[src/rtl/port_ctl.sv]
module port_ctl #(
  parameter int W = 8,
  parameter int AW = 16,
  parameter logic [AW-1:0] A_DIR = 16'hFFB1,
  parameter logic [AW-1:0] A_DAT = 16'hFFB3,
  parameter logic [AW-1:0] A_PU  = 16'hFFAD
) (
  input  logic          clk,
  input  logic          rst_n,
  input  logic [1:0]    mode_i,
  input  logic          hw_stby_i,
  input  logic          sw_stby_i,
  input  logic [AW-1:0] addr_i,
  input  logic          wr_i,
  input  logic [W-1:0]  wdata_i,
  output logic [W-1:0]  rdata_o,
  input  logic [W-1:0]  addr_hi_i,
  input  logic [W-1:0]  pin_in_i,
  output logic [W-1:0]  pin_oe_o,
  output logic [W-1:0]  pin_out_o,
  output logic [W-1:0]  pin_pu_o
);
  logic [W-1:0] dir_q, dat_q, pu_q, s1_q, s2_q;
  logic [1:0]   mode_q;
  logic         started;
  logic [1:0]   mode;
  logic         m_addr, m_mixed, m_gpio;
  logic [W-1:0] gp_out;

  assign mode    = started ? mode_q : mode_i;
  assign m_addr  = (mode == 2'd1);
  assign m_mixed = (mode == 2'd2);
  assign m_gpio  = !m_addr && !m_mixed;

  always_ff @(posedge clk or negedge rst_n)
    if (!rst_n) begin
      started <= 1'b0;
      mode_q  <= 2'd0;
    end else if (!started) begin
      started <= 1'b1;
      mode_q  <= mode_i;
    end

  always_ff @(posedge clk or negedge rst_n)
    if (!rst_n) begin
      dir_q <= '0;
      dat_q <= '0;
      pu_q  <= '0;
      s1_q  <= '0;
      s2_q  <= '0;
    end else begin
      s1_q <= pin_in_i;
      s2_q <= s1_q;
      if (hw_stby_i) dir_q <= '0;
      else if (wr_i && addr_i == A_DIR && !m_addr) dir_q <= wdata_i;
      if (wr_i && addr_i == A_DAT) dat_q <= wdata_i;
      if (wr_i && addr_i == A_PU)  pu_q  <= wdata_i;
    end

  assign gp_out    = m_gpio ? dir_q : '0;
  assign pin_oe_o  = hw_stby_i ? '0 : (m_addr ? '1 : dir_q);
  assign pin_out_o = m_gpio ? dat_q : addr_hi_i;
  assign pin_pu_o  = pu_q & ~pin_oe_o & {W{!hw_stby_i}};

  always_comb begin
    rdata_o = '0;
    if (addr_i == A_DIR)      rdata_o = '1;
    else if (addr_i == A_DAT) rdata_o = (dat_q & gp_out) | (s2_q & ~gp_out);
    else if (addr_i == A_PU)  rdata_o = pu_q;
  end

  p_hw_clear_r7: assert property (@(posedge clk) disable iff (!rst_n)
    hw_stby_i |=> dir_q == '0);
  p_sw_keep_r8: assert property (@(posedge clk) disable iff (!rst_n)
    (sw_stby_i && !hw_stby_i && !wr_i) |=> ($stable(dir_q) && $stable(dat_q) && $stable(pu_q)));
  p_pu_excl_r10: assert property (@(posedge clk) disable iff (!rst_n)
    (pin_pu_o & pin_oe_o) == '0);
  p_mode_hold_r12: assert property (@(posedge clk) disable iff (!rst_n)
    started |=> $stable(mode_q));
  p_dir_lock_r2: assert property (@(posedge clk) disable iff (!rst_n)
    (started && mode_q == 2'd1 && !hw_stby_i) |=> $stable(dir_q));
  p_hw_float_r3: assert property (@(posedge clk) disable iff (!rst_n)
    hw_stby_i |-> (pin_oe_o == '0 && pin_pu_o == '0));
endmodule

[config.mk]
export PLATFORM = sky130hd
export DESIGN_NAME = port_ctl
export DESIGN_NICKNAME = d
export VERILOG_FILES = /design/src/rtl/port_ctl.sv
export SDC_FILE = /design/constraint.sdc
export NUM_CORES = 1
export LEC_CHECK = 0
export BUFFER_PORTS_ARGS = -buffer_cell sky130_fd_sc_hd__buf_2
export CORE_ASPECT_RATIO = 0.6
export CORE_MARGIN = 1
export CORE_UTILIZATION = 30
export DETAILED_ROUTE_END_ITERATION = 8
export HOLD_SLACK_MARGIN = 0.05
export PLACE_DENSITY = 0.6
export SYNTH_ARGS = -nofsm -noshare
export SYNTH_HDL_FRONTEND = slang
export SYNTH_SLANG_ARGS = --single-unit
[constraint.sdc]
create_clock -name clk -period 2.1 [get_ports clk]
set_input_delay 0.105 -clock clk [delete_from_list [all_inputs] [get_ports clk]]
set_output_delay 0.105 -clock clk [all_outputs]
set_load 0.02 [all_outputs]
== Word level (Yosys, flattened, before mapping) ==
Cells that the tools add are included.

* Equality and inequality tests: 5
* Bitwise logic cells: 7
* Reduce and logical (&&, ||, !) cells: 9
* Mux-type cells: 10

{| class="wikitable"
|+ Operators with widths
! operator !! number
|-
| two-way mux 8 bit || 9
|-
| equality test 16 bit (second input constant) || 3
|-
| AND 8 bit || 4
|-
| inverter 8 bit || 2
|-
| bitwise OR 8 bit || 1
|-
| logical AND 1 bit || 5
|-
| zero test 1 bit || 3
|-
| equality test 2 x 1 -> 1 bit (second input constant) || 1
|-
| equality test 2 bit (second input constant) || 1
|-
| two-way mux 2 bit || 1
|-
| nonzero test 2 bit || 1
|}

* Output and inout bits: 32
* Word-level logic and storage cells: 38
* Input port bits: 47
* Flip-flop bits (word level): 43

== Logic depth before layout (Yosys ltp) ==
Gate-level depths: netlist of the first run.

* Word-level depth: 10
* Depth in mapped cells: 8
* Mapped depth without buffers: 6

== Least setup slack after synthesis of the first run ==
Ideal clock, no wire load.

* Path kind: flip-flop to output port
* Start point: register started
* End point: output port rdata_o[1]
* Arrival: 2.107 ns
* Buffers on the path: 2
* Stages on the path, launching flop included: 8
* Data required time: 1.995 ns
* Setup slack: -0.112 ns
* Cell sequence: dfrtp_1 > mux2_2 > ha_1 > clkbuf_1 > clkbuf_1 > nand2_1 > mux2i_1 > o211ai_1

* Cells in the longest elaborated chain, start to end: 10
* Elaborated cells on any way between the ends: 13
* Those cells by class: eq/ne: 2; mux: 4; bitwise: 4; reduce/logical: 3

{| class="wikitable"
|+ RTL lines
! item !! RTL line !! source
|-
| start: declaration || 25 || <nowiki>logic started;</nowiki>
|-
| start signal: assignment || 37 || <nowiki>started <= 1'b0;</nowiki>
|-
| start signal: assignment || 40 || <nowiki>started <= 1'b1;</nowiki>
|-
| two-way mux 2 bit * || n/a ||
|-
| net mode[0] || 26 || <nowiki>logic [1:0] mode;</nowiki>
|-
| equality test 2 x 1 -> 1 bit or equality test 2 bit (tied branches) || 31, 32 ||
|-
| zero test 1 bit || 33 || <nowiki>assign m_gpio = !m_addr && !m_mixed;</nowiki>
|-
| logical AND 1 bit * || 33 ||
|-
| two-way mux 8 bit * || 60 || <nowiki>assign gp_out = m_gpio ? dir_q : '0;</nowiki>
|-
| inverter 8 bit || 68 || <nowiki>else if (addr_i == A_DAT) rdata_o = (dat_q & gp_out) | (s2_q & ~gp_out);</nowiki>
|-
| AND 8 bit || 68 ||
|-
| bitwise OR 8 bit * || 68 ||
|-
| two-way mux 8 bit * || 68 ||
|-
| two-way mux 8 bit * || 67 || <nowiki>if (addr_i == A_DIR) rdata_o = '1;</nowiki>
|-
| end: declaration || 16 || <nowiki>output logic [W-1:0] rdata_o,</nowiki>
|}

The timed path passes the listed nets; every way through them passes the cells marked *.

== Worst setup path after layout of the first run ==
* Start point: register started
* End point: output port pin_out_o[4]

* Cells in the longest elaborated chain, start to end: 5
* Elaborated cells on any way between the ends: 7
* Those cells by class: eq/ne: 2; mux: 2; reduce/logical: 3

{| class="wikitable"
|+ RTL lines
! item !! RTL line !! source
|-
| two-way mux 2 bit * || n/a ||
|-
| net mode[0] || 26 ||
|-
| equality test 2 x 1 -> 1 bit or equality test 2 bit (tied branches) || 31, 32 ||
|-
| zero test 1 bit || 33 ||
|-
| logical AND 1 bit * || 33 ||
|-
| two-way mux 8 bit * || 62 || <nowiki>assign pin_out_o = m_gpio ? dat_q : addr_hi_i;</nowiki>
|-
| end: declaration || 20 || <nowiki>output logic [W-1:0] pin_out_o,</nowiki>
|}

Marked as above.

==> results of run 1 <==
## layout make-up
class                   count  area (µm²)  share of cell area
flip-flops and latches     43        1077              0.3561
multi-input cells         125        1039              0.3433
repair buffers            100       641.9              0.2122
clock buffers               6       128.9             0.04260
well taps                  84       105.1             0.03474
clock inverters             1       30.03            0.009926
inverters                   1       3.754            0.001241
## through the flow
stage | worst slack (ps) | hold WS, ps | TNS (ps) | util
after floorplan | -63.78 | -190.6 | -510.3 | -
after global placement | 206.4 | 212.9 | 0 | 0.4030
after detailed placement | 148.1 | 214.3 | 0 | 0.4030
after CTS | -29.60 | 88.50 | -100.2 | 0.4494
after global routing | -142.4 | 92.90 | -1830 | 0.4758
final | -95.20 | 84.77 | -711.6 | 0.4758
## worst max-delay path: cells and delay by family, from the launching register on
kind | cells | cell delay, ps
buffers and inverters | 3 | 430
adder cells (fa/ha/maj) | 1 | 310
flip-flops | 1 | 430
multiplexers | 2 | 640
## sequential cells by signal, indices dropped and copies added (netlist names)
register,cells
dat_q,8
mode_q,2
s2_q,8
s1_q,8
dir_q,8
pu_q,8
started,1
## kinds of logic (layout without fill, tap and decap cells)
| kind of cell | count (synthesis) | in the layout | synth area share |
|---|---|---|---|
| other | 1 | 1 | 0.001831 |
| multiplexers | 34 | 34 | 0.1869 |
| buffers and inverters | 10 | 108 | 0.01832 |
| AND/OR/NAND/NOR | 65 | 65 | 0.1930 |
| AO/OA/AOI/OAI | 24 | 24 | 0.06842 |
| flip-flops | 43 | 43 | 0.5254 |
| adder cells (fa/ha/maj) | 1 | 1 | 0.006108 |
## power breakdown
part	switching [W]	leakage (nW)	internal, W
clock network	0.000295	0.0769	0.000554
registers	0.00000762	0.556	0.000849
logic	0.000191	0.918	0.000192
total	0.000493	1.55	0.00160
## how the worst max path moves through the flow
stage / cells past startpoint / to / from
after floorplan: 6 / pin_pu_o[0] / started$_DFF_PN0_
after global placement: 5 / pin_pu_o[5] / started$_DFF_PN0_
after detailed placement: 5 / pin_pu_o[3] / started$_DFF_PN0_
after CTS: 7 / rdata_o[5] / started$_DFF_PN0_
after global routing: 7 / rdata_o[3] / started$_DFF_PN0_
final: 6 / pin_out_o[4] / started$_DFF_PN0_
## layer usage
metal	vias to the layer above	share of wire	global-route usage	wire length, µm
li1	831	-	-	-
met1	841	0.51	0.2350	2843
met2	59	0.42	0.2381	2352
met3	4	0.068	0.03941	383
met4	0	0.0045	0.03041	25
met5	-	0	0	0
## synthesized netlist by cell type
master / count
dfrtp_1: 43
mux2_2: 22
nand2_1: 17
nor2_1: 17
mux2i_1: 9
a21oi_1: 8
clkbuf_1: 8
nand3_1: 8
nor3b_1: 8
o211ai_1: 8
o21ai_0: 8
mux2_4: 3
nor4_4: 2
and2_1: 1
buf_1: 1
conb_1: 1
ha_1: 1
inv_1: 1
nand2_2: 1
nand2_4: 1
nand2b_1: 1
nand3_2: 1
nand4_1: 1
nand4_2: 1
nand4b_4: 1
nand4bb_1: 1
nor4_1: 1
or2_2: 1
or3b_4: 1
or4_1: 1
## what timing repair did
action | CTS | global route
hold endpoints to repair | 51 | 0
buffers inserted | 0 | 7
resized for setup | 10 | 26
hold buffers | 9 | 0
setup endpoints to repair | 24 | 13
cloned | 0 | 1
pin swaps | 0 | 7
==> key figures, run 1 <==
Status
  – Status: finished with violations
  – Violated checks: setup timing

Timing
  – Final Hold Fails: 0
  – Worst Skew: around 4.7 ps
  – Relative slew slack: 0.6255
  – Fin. max-slew vios: 0
  – Setup ws final: -95.20 ps
  – Fin crit period: ~2200 ps
  – Worst-margin pin slew: 561.7 ps
  – RSZ-0062 raised after global routing: yes
  – Peak Freq: approximately 460 MHz
  – Period utilisation layout: 1.045
  – Final setup viols: 15

Worst setup path
  – FF-to-FF setup slack: 230 ps
  – Worst path max stage delay: 430 ps
  – Worst Setup End Kind: output port
  – CP max FO: 8
  – Worst R2R Start: started$_DFF_PN0_
  – WS Path Type: register to output port
  – End of the worst register-to-register path: dir_q[5]$_DFFE_PN0P_
  – Worst Path Arrival: 2090 ps
  – Crit path launch type: register
  – R2R depth: 7
  – Cell breakdown of the critical path: mux2_4, ha_4, clkbuf_16, buf_4, mux2_2, buf_2
  – Worst path slowest cell: dfrtp_2
  – Required time worst endpoint: about 2000 ps

Synthesis
  – Post-synthesis sequential area ratio: 0.5254
  – Distinct cells, synth: 30
  – Synth area leader: dfrtp_1
  – Cells after Synth: between 150 and 200
  – Largest cells by area after synthesis: dfrtp_1 53%, mux2_2 12%, mux2i_1 4.4%
  – Synthesized cell area: slightly above 2000 µm²
  – YS warnings: 0
  – Mapped Avg Cell Area: 11.51 µm²
  – FF+latch count, synth: 43
  – Top cell type's share of synthesized area: 0.5254
  – Syn Nets: roughly 230

Route
  – Routed vias: between 1.5k and 2k
  – Residual DRC count: 0
  – Total Routed Length: about 5600 µm
  – Post-route ant nets: 0
  – WL per Instance: 15.57 µm
  – Drt pass-1 iters: 4
  – Vias/cell: between 4 and 5
  – DR iter-0 viols: 82

Layout
  – Syn-to-layout area delta: 47.71%
  – Commonest non-fill, non-tap cell in the layout: buf_2
  – Layout cells sized above 1: 0.5362
  – Most frequent cells in the layout: 66 x buf_2, 42 x dfrtp_1, 22 x buf_4
  – Final non-filler cell total: 360
  – Nets@finish: roughly 320
  – Fill cells: 604
  – Antenna diodes: 0
  – Post-Layout Inst Area: just over 3000 µm²

Die
  – Ports: 79
  – Die footprint: 7173 µm²
  – Initial core utilization: 0.3221
  – Rows: 22
  – Height of the die: about 66 µm
  – Core area: around 6400 µm²
  – Die W: 108.7 µm

Power
  – Final total power: about 0.0021 W
  – Worst VDD drop: ~0.39 mV
  – Leakage: about 1.6 nW
  – P per Cell Area: about 690 nW/µm²

Placement
  – Final GP Congestion: 0.7412
  – DP HPWL: ~3800 µm
  – DP Area: roughly 2600 µm²
  – PortBufs: 77
  – Placed cell count: approximately 340

GRT
  – Global-route wire length before repair: approximately 8400 µm
  – Initial antenna violation count: 0
  – Vias in the first global route: roughly 1.7k
  – Gr ovfl total: 0
  – GR Util All Layers: 0.1605
  – Largest net degree at the start of global routing: between 40 and 50

Clock tree
  – Clock buffer count from CTS: 5
  – Worst-Skew Late Latency: ~280 ps
  – CTS root buffer: clkbuf_16
  – Reg clk slew, reported paths: around 60 ps
  – Clock Tree Buf Depth: 2
  – CTS tree: built
  – H-Tree Depth: 2
  – CTS Sinks: 43

Hold path
  – Hold WC Path Type: input pin to register
  – Hold EP: mode_q[1]$_DFF_PN0_
  – WHS Path Cells: 3
  – Hold_sp: mode_i[1]

Flow run
  – MaxCap Viol Count: 0
Power figures use the tool's default switching activity.
==> inputs of run 2 (changes only) <==
- CORE_UTILIZATION: 30 -> 36
- PLACE_DENSITY: 0.6 -> 0.69
==> run 2 against run 1 <==
Compared with the run above:
- critical endpoint is now rdata_o[1]
- largest cell class unchanged
- design area shrank 6.8%
- setup slack gained 54 ps
- largest power group unchanged
- the run still ends with setup timing left
- die area shrank 16%
==> key figures, run 2 (same netlist as run 1, synthesis figures left out) <==
Status
  – Status: finished with violations
  – Violated checks: setup timing

Route
  – Vias/cell: ~5.2
  – Total Routed Length: between 5000 and 6000 µm
  – Drt pass-1 iters: 4
  – Residual DRC count: 0
  – DR iter-0 viols: between 90 and 100
  – WL per Instance: between 15 and 20 µm
  – Post-route ant nets: 0
  – Routed vias: between 1.5k and 2k

Flow run
  – MaxCap Viol Count: 0

Layout
  – Syn-to-layout area delta: 37.69%
  – Most frequent cells in the layout: 66 x buf_2, 43 x dfrtp_1, 21 x mux2_2
  – Layout cells sized above 1: 0.5112
  – Nets@finish: 316
  – Antenna diodes: 0
  – Commonest non-fill, non-tap cell in the layout: buf_2
  – Core Util, Final: 0.5367

Die
  – Die footprint: between 6000 and 7000 µm²
  – Rows: 20
  – Die W: between 90 and 100 µm
  – Height of the die: between 60 and 70 µm
  – Initial core utilization: 0.3898
  – Core area: between 5000 and 6000 µm²
  – Ports: between 70 and 80

Clock tree
  – CTS Sinks: 43
  – Post-CTS setup buffer count: 0
  – Worst-Skew Late Latency: between 200 and 300 ps
  – Clock buffer count from CTS: 5
  – CTS root buffer: clkbuf_8
  – CTS tree: built
  – Clock Tree Buf Depth: 2
  – Reg clk slew, reported paths: ~80 ps
  – H-Tree Depth: 2

Worst setup path
  – Crit path launch type: register
  – WS Path Type: register to output port
  – CP max FO: 12
  – FF-to-FF setup slack: approximately 360 ps
  – Worst path max stage delay: just over 400 ps
  – Top cell family by delay on the critical path: multiplexers
  – Worst path slowest cell: dfrtp_1
  – Cell breakdown of the critical path: mux2_4, ha_4, buf_12, nand2_2, mux2i_1, o211ai_1, buf_4
  – CP bufs+invs: 2
  – Worst Setup End Kind: output port
  – Required time worst endpoint: about 2000 ps
  – Worst Path Arrival: approximately 2000 ps

Timing
  – Fin. max-slew vios: 0
  – Worst-margin pin slew: 550.8 ps
  – RSZ-0062 raised after global routing: yes
  – Worst Skew: between 5 and 6 ps
  – Final Hold Fails: 0
  – Fin crit period: approximately 2100 ps
  – Final setup viols: 4
  – Relative slew slack: 0.6328
  – Setup ws final: -41.23 ps
  – Setup TNS: -103.4 ps
  – Peak Freq: 467.0 MHz
  – Period utilisation layout: 1.020

GRT
  – GR Util All Layers: 0.1816
  – Gr ovfl total: 0
  – Initial antenna violation count: 0
  – Vias in the first global route: ~1.6k
  – Global-route wire length before repair: between 8000 and 9000 µm
  – Largest net degree at the start of global routing: between 40 and 50

Power
  – Clock power share: 0.309
  – Leakage: 1.446 nW
  – Worst VDD drop: around 0.33 mV
  – Switching power total: between 0.0004 and 0.0005 W
  – Switching fraction of total power: 0.2604
  – Combinational share of power: 0.186
  – Sequential power share: 0.505
  – P per Cell Area: approximately 600 nW/µm²
  – Internal: ~0.0013 W

Placement
  – PortBufs: 77
  – Final GP Congestion: approximately 0.75
  – DP HPWL: 3661 µm

Hold path
  – Hold WC Path Type: input pin to register
run 2: changes by cell type in the layout (fill, tap and decap cells not counted), moves of 2 or more:
| cell | before | now |
|---|---|---|
| nand2_2 | 3 | 5 |
| clkbuf_16 | 6 | 0 |
| buf_4 | 22 | 14 |
| nand2_4 | 4 | 1 |
| clkbuf_8 | 0 | 6 |
run 2: per-layer routing:
| metal | part of all wire | GRT usage | up-vias |
|---|---|---|---|
| met4 | 0.0035 | 0.02731 | 0 |
| li1 | - | - | 810 |
| met3 | 0.071 | 0.04147 | 2 |
| met2 | 0.44 | 0.2976 | 79 |
| met1 | 0.48 | 0.2558 | 836 |
| met5 | 0 | 0 | - |
run 2: through the flow:
stage               hold WS [ps]  setup slack, ps  total power, W  cell area, µm²  instances
global placement           207.9            213.9        0.001144            2540        318
floorplan                 -190.6           -63.78        0.001006            2049        178
CTS                        73.16           -25.26        0.001700            2770        334
detailed placement         212.7            164.8        0.001148            2540        318
global route               82.31           -122.9        0.001767            2820        334
finish                     78.40           -41.23        0.001691            2820        334
run 2: timing repair:
item | in CTS | in global routing
gates resized for setup | 14 | 14
hold buffers | 9 | 0
gates cloned | 0 | 0
pin swaps | 2 | 0
hold endpoints to repair | 51 | 0
setup endpoints to repair | 24 | 16
run 2: final cells by class:
class	count	area (µm²)
clock buffers	6	82.58
clock inverters	1	5.005
fillers	469	2435
flip-flops and latches	43	1076
inverters	1	3.754
repair buffers	92	568.0
multi-input cells	125	1002
well taps	66	82.58
run 2: power by group through the flow:
stage	Clock [W]	Sequential [W]	Combinational [W]
finish	0.000522	0.000854	0.000314
global route	0.000571	0.000856	0.000340
CTS	0.000537	0.000853	0.000310
detailed placement	0	0.000870	0.000278
global placement	0	0.000869	0.000275
floorplan	0	0.000868	0.000138
run 2: worst paths after layout:
path / startpoint / endpoint / cells after the start
min in group asynchronous: rst_n / s1_q[0]$_DFF_PN0_ / 3
hold / removal: wdata_i[4] / pu_q[4]$_DFFE_PN0P_ / 2
setup reg to reg: started$_DFF_PN0_ / dir_q[5]$_DFFE_PN0P_ / 6
hold reg to reg: s1_q[7]$_DFF_PN0_ / s2_q[7]$_DFF_PN0_ / 0
max in group asynchronous: rst_n / dat_q[7]$_DFFE_PN0P_ / 3
setup / recovery: started$_DFF_PN0_ / rdata_o[1] / 7
==> inputs of run 3 (changes only) <==
- PLACE_DENSITY: 0.69 -> 0.67
- clock period: 2.1 -> 2.45 ns (I/O delays scaled with it)
==> run 3 against run 2 <==
Compared with the run above:
- the flow now finishes without violations
- via count shrank 2.0%
- global-route usage grew 1.5 points
- utilization shrank 1.5 points
- first-iteration DRC count shrank 34%
- clock skew grew 1.6 ps
- highest routed layer unchanged
- design area shrank 2.8%
- power shrank 8.8%
==> key figures, run 3 (same netlist as run 1, synthesis figures left out) <==
Status
  – Status: complete, no violations

Timing
  – Fin. max-slew vios: 0
  – Final setup viols: 0
  – Setup ws final: approximately 140 ps
  – Peak Freq: around 430 MHz
  – Worst-margin pin slew: roughly 770 ps
  – Fin crit period: 2307 ps
  – Period utilisation layout: 0.9415
  – Relative slew slack: 0.4857
  – Setup TNS: 0 ps
  – Final Hold Fails: 0
  – RSZ-0062 raised after global routing: no
  – Worst Skew: roughly 7 ps

Clock tree
  – Reg clk slew, reported paths: 80 ps
  – Worst-Skew Late Latency: ~300 ps
  – Clock buffer count from CTS: 5
  – CTS Sinks: 43
  – H-Tree Depth: 2
  – Clock Tree Buf Depth: 2
  – CTS root buffer: clkbuf_8
  – CTS tree: built

Power
  – Final total power: between 0.0015 and 0.002 W
  – Clock power share: 0.373
  – Internal: between 0.001 and 0.0015 W
  – Leakage: about 1.4 nW
  – Worst VDD drop: approximately 0.22 mV
  – Switching power total: around 0.00039 W
  – Switching fraction of total power: 0.2506
  – Sequential power share: 0.474
  – P per Cell Area: ~560 nW/µm²
  – Combinational share of power: 0.152

GRT
  – Initial antenna violation count: 0
  – Largest net degree at the start of global routing: 29
  – Global-route wire length before repair: 8666 µm
  – GR Util All Layers: 0.1969
  – Gr ovfl total: 0
  – Vias in the first global route: around 1.7k

Worst setup path
  – Worst Setup End Kind: output port
  – Top cell family by delay on the critical path: multiplexers
  – Crit path launch type: register
  – End of the worst register-to-register path: dir_q[2]$_DFFE_PN0P_
  – R2R depth: 7
  – Worst Path Arrival: roughly 2200 ps
  – FF-to-FF setup slack: around 430 ps
  – CP bufs+invs: 2
  – Worst R2R Start: started$_DFF_PN0_
  – Required time worst endpoint: around 2300 ps
  – Worst path max stage delay: between 300 and 400 ps
  – WS Path Type: register to output port
  – Worst path slowest cell: dfrtp_1
  – Setup crit start: started$_DFF_PN0_
  – Cell breakdown of the critical path: mux2_2, ha_1, buf_4, nand2_1, mux2i_1, o211ai_1, buf_2
  – CP max FO: 16

Layout
  – Nets@finish: roughly 320
  – Syn-to-layout area delta: 33.90%
  – Fill cells: just over 500
  – Core Util, Final: 0.5219
  – Layout cells sized above 1: 0.4667
  – Final non-filler cell total: ~340
  – Antenna diodes: 0
  – Commonest non-fill, non-tap cell in the layout: buf_2
  – Most frequent cells in the layout: 77 x buf_2, 43 x dfrtp_1, 22 x mux2_2

Route
  – Highest metal used: met4
  – Residual DRC count: 0
  – Met1 WL: between 2000 and 3000 µm
  – Detail Route met3 WL: about 470 µm
  – Routed vias: between 1.5k and 2k
  – Post-route ant nets: 0
  – Drt pass-1 iters: 4
  – Vias/cell: roughly 5
  – Total Routed Length: around 5400 µm
  – WL per Instance: 16.09 µm
  – Met2 wire length: 2198 µm
  – DR iter-0 viols: between 60 and 70

Hold path
  – WHS Path Cells: 2
  – Hold_sp: mode_i[0]
  – Hold EP: mode_q[0]$_DFF_PN0_
  – Hold WC Path Type: input pin to register

Flow run
  – MaxCap Viol Count: 0

Placement
  – Placed cell count: 319
  – Dpl ws: between 400 and 500 ps
  – PortBufs: 77
  – Final GP Congestion: between 0.8 and 0.9
  – DP HPWL: between 3000 and 4000 µm

Die
  – Core area: between 5000 and 6000 µm²
  – Die footprint: ~6000 µm²
  – Height of the die: slightly above 60 µm
  – Rows: 20
  – Initial core utilization: 0.3898
  – Die W: 99.38 µm
  – Ports: ~80
run 3: cell count changes in the layout (fill, tap and decap cells not counted), sizes merged:
cell,change
bufinv,+1
buf,+1
run 3: stage by stage:
| stage | cell area, µm² | hold slack [ps] |
|---|---|---|
| floorplan | 2048 | -173.1 |
| global placement | 2535 | 177.2 |
| detailed placement | 2535 | 180.2 |
| CTS | 2743 | 70.71 |
| global route | 2743 | 69.37 |
| finish | 2743 | 79.58 |
run 3: final cells by class:
class / count / area, µm² / area share
clock buffer: 6 / 82.58 / 0.03011
clock inverter: 2 / 35.03 / 0.01277
inverter: 1 / 3.754 / 0.001369
multi-input combinational: 125 / 934.6 / 0.3408
sequential: 43 / 1076 / 0.3923
tap: 66 / 82.58 / 0.03011
timing repair buffer: 93 / 528.0 / 0.1925
run 3: what timing repair did:
action                                 CTS  global route
resized for setup                        0             0
hold buffers                             9             0
endpoints found under the hold margin   34             0
buffers inserted                         0             0
run 3: metal layers:
metal  track usage  vias up
li1              -      810
met1        0.2909      801
met2        0.2867       77
met3       0.05415        4
met4       0.05042        0
met5             0        -
run 3: worst max-delay path by stage:
| stage | to | slack (ps) | cells past startpoint |
|---|---|---|---|
| floorplan | rdata_o[1] | 220 | 7 |
| detailed placement | rdata_o[3] | 460 | 7 |
| global placement | rdata_o[3] | 460 | 7 |
| CTS | rdata_o[3] | 120 | 7 |
| global route | rdata_o[3] | 10 | 7 |
| finish | rdata_o[3] | 140 | 7 |
run 3: worst register-to-register path, cell delays in order (launching register included):
cell     delay [ps]
dfrtp_1         380
mux2_2          360
ha_1            250
buf_4           190
nor2_1          120
and2_1          350
nand3_1         130
a21oi_1         170
run 3: power groups by stage:
stage	clock (W)	sequential, W	combinational, W
after floorplan	0	0.000744	0.000117
after global placement	0	0.000745	0.000225
after detailed placement	0	0.000746	0.000225
after CTS	0.000586	0.000732	0.000237
after global routing	0.000627	0.000733	0.000258
final	0.000575	0.000732	0.000235
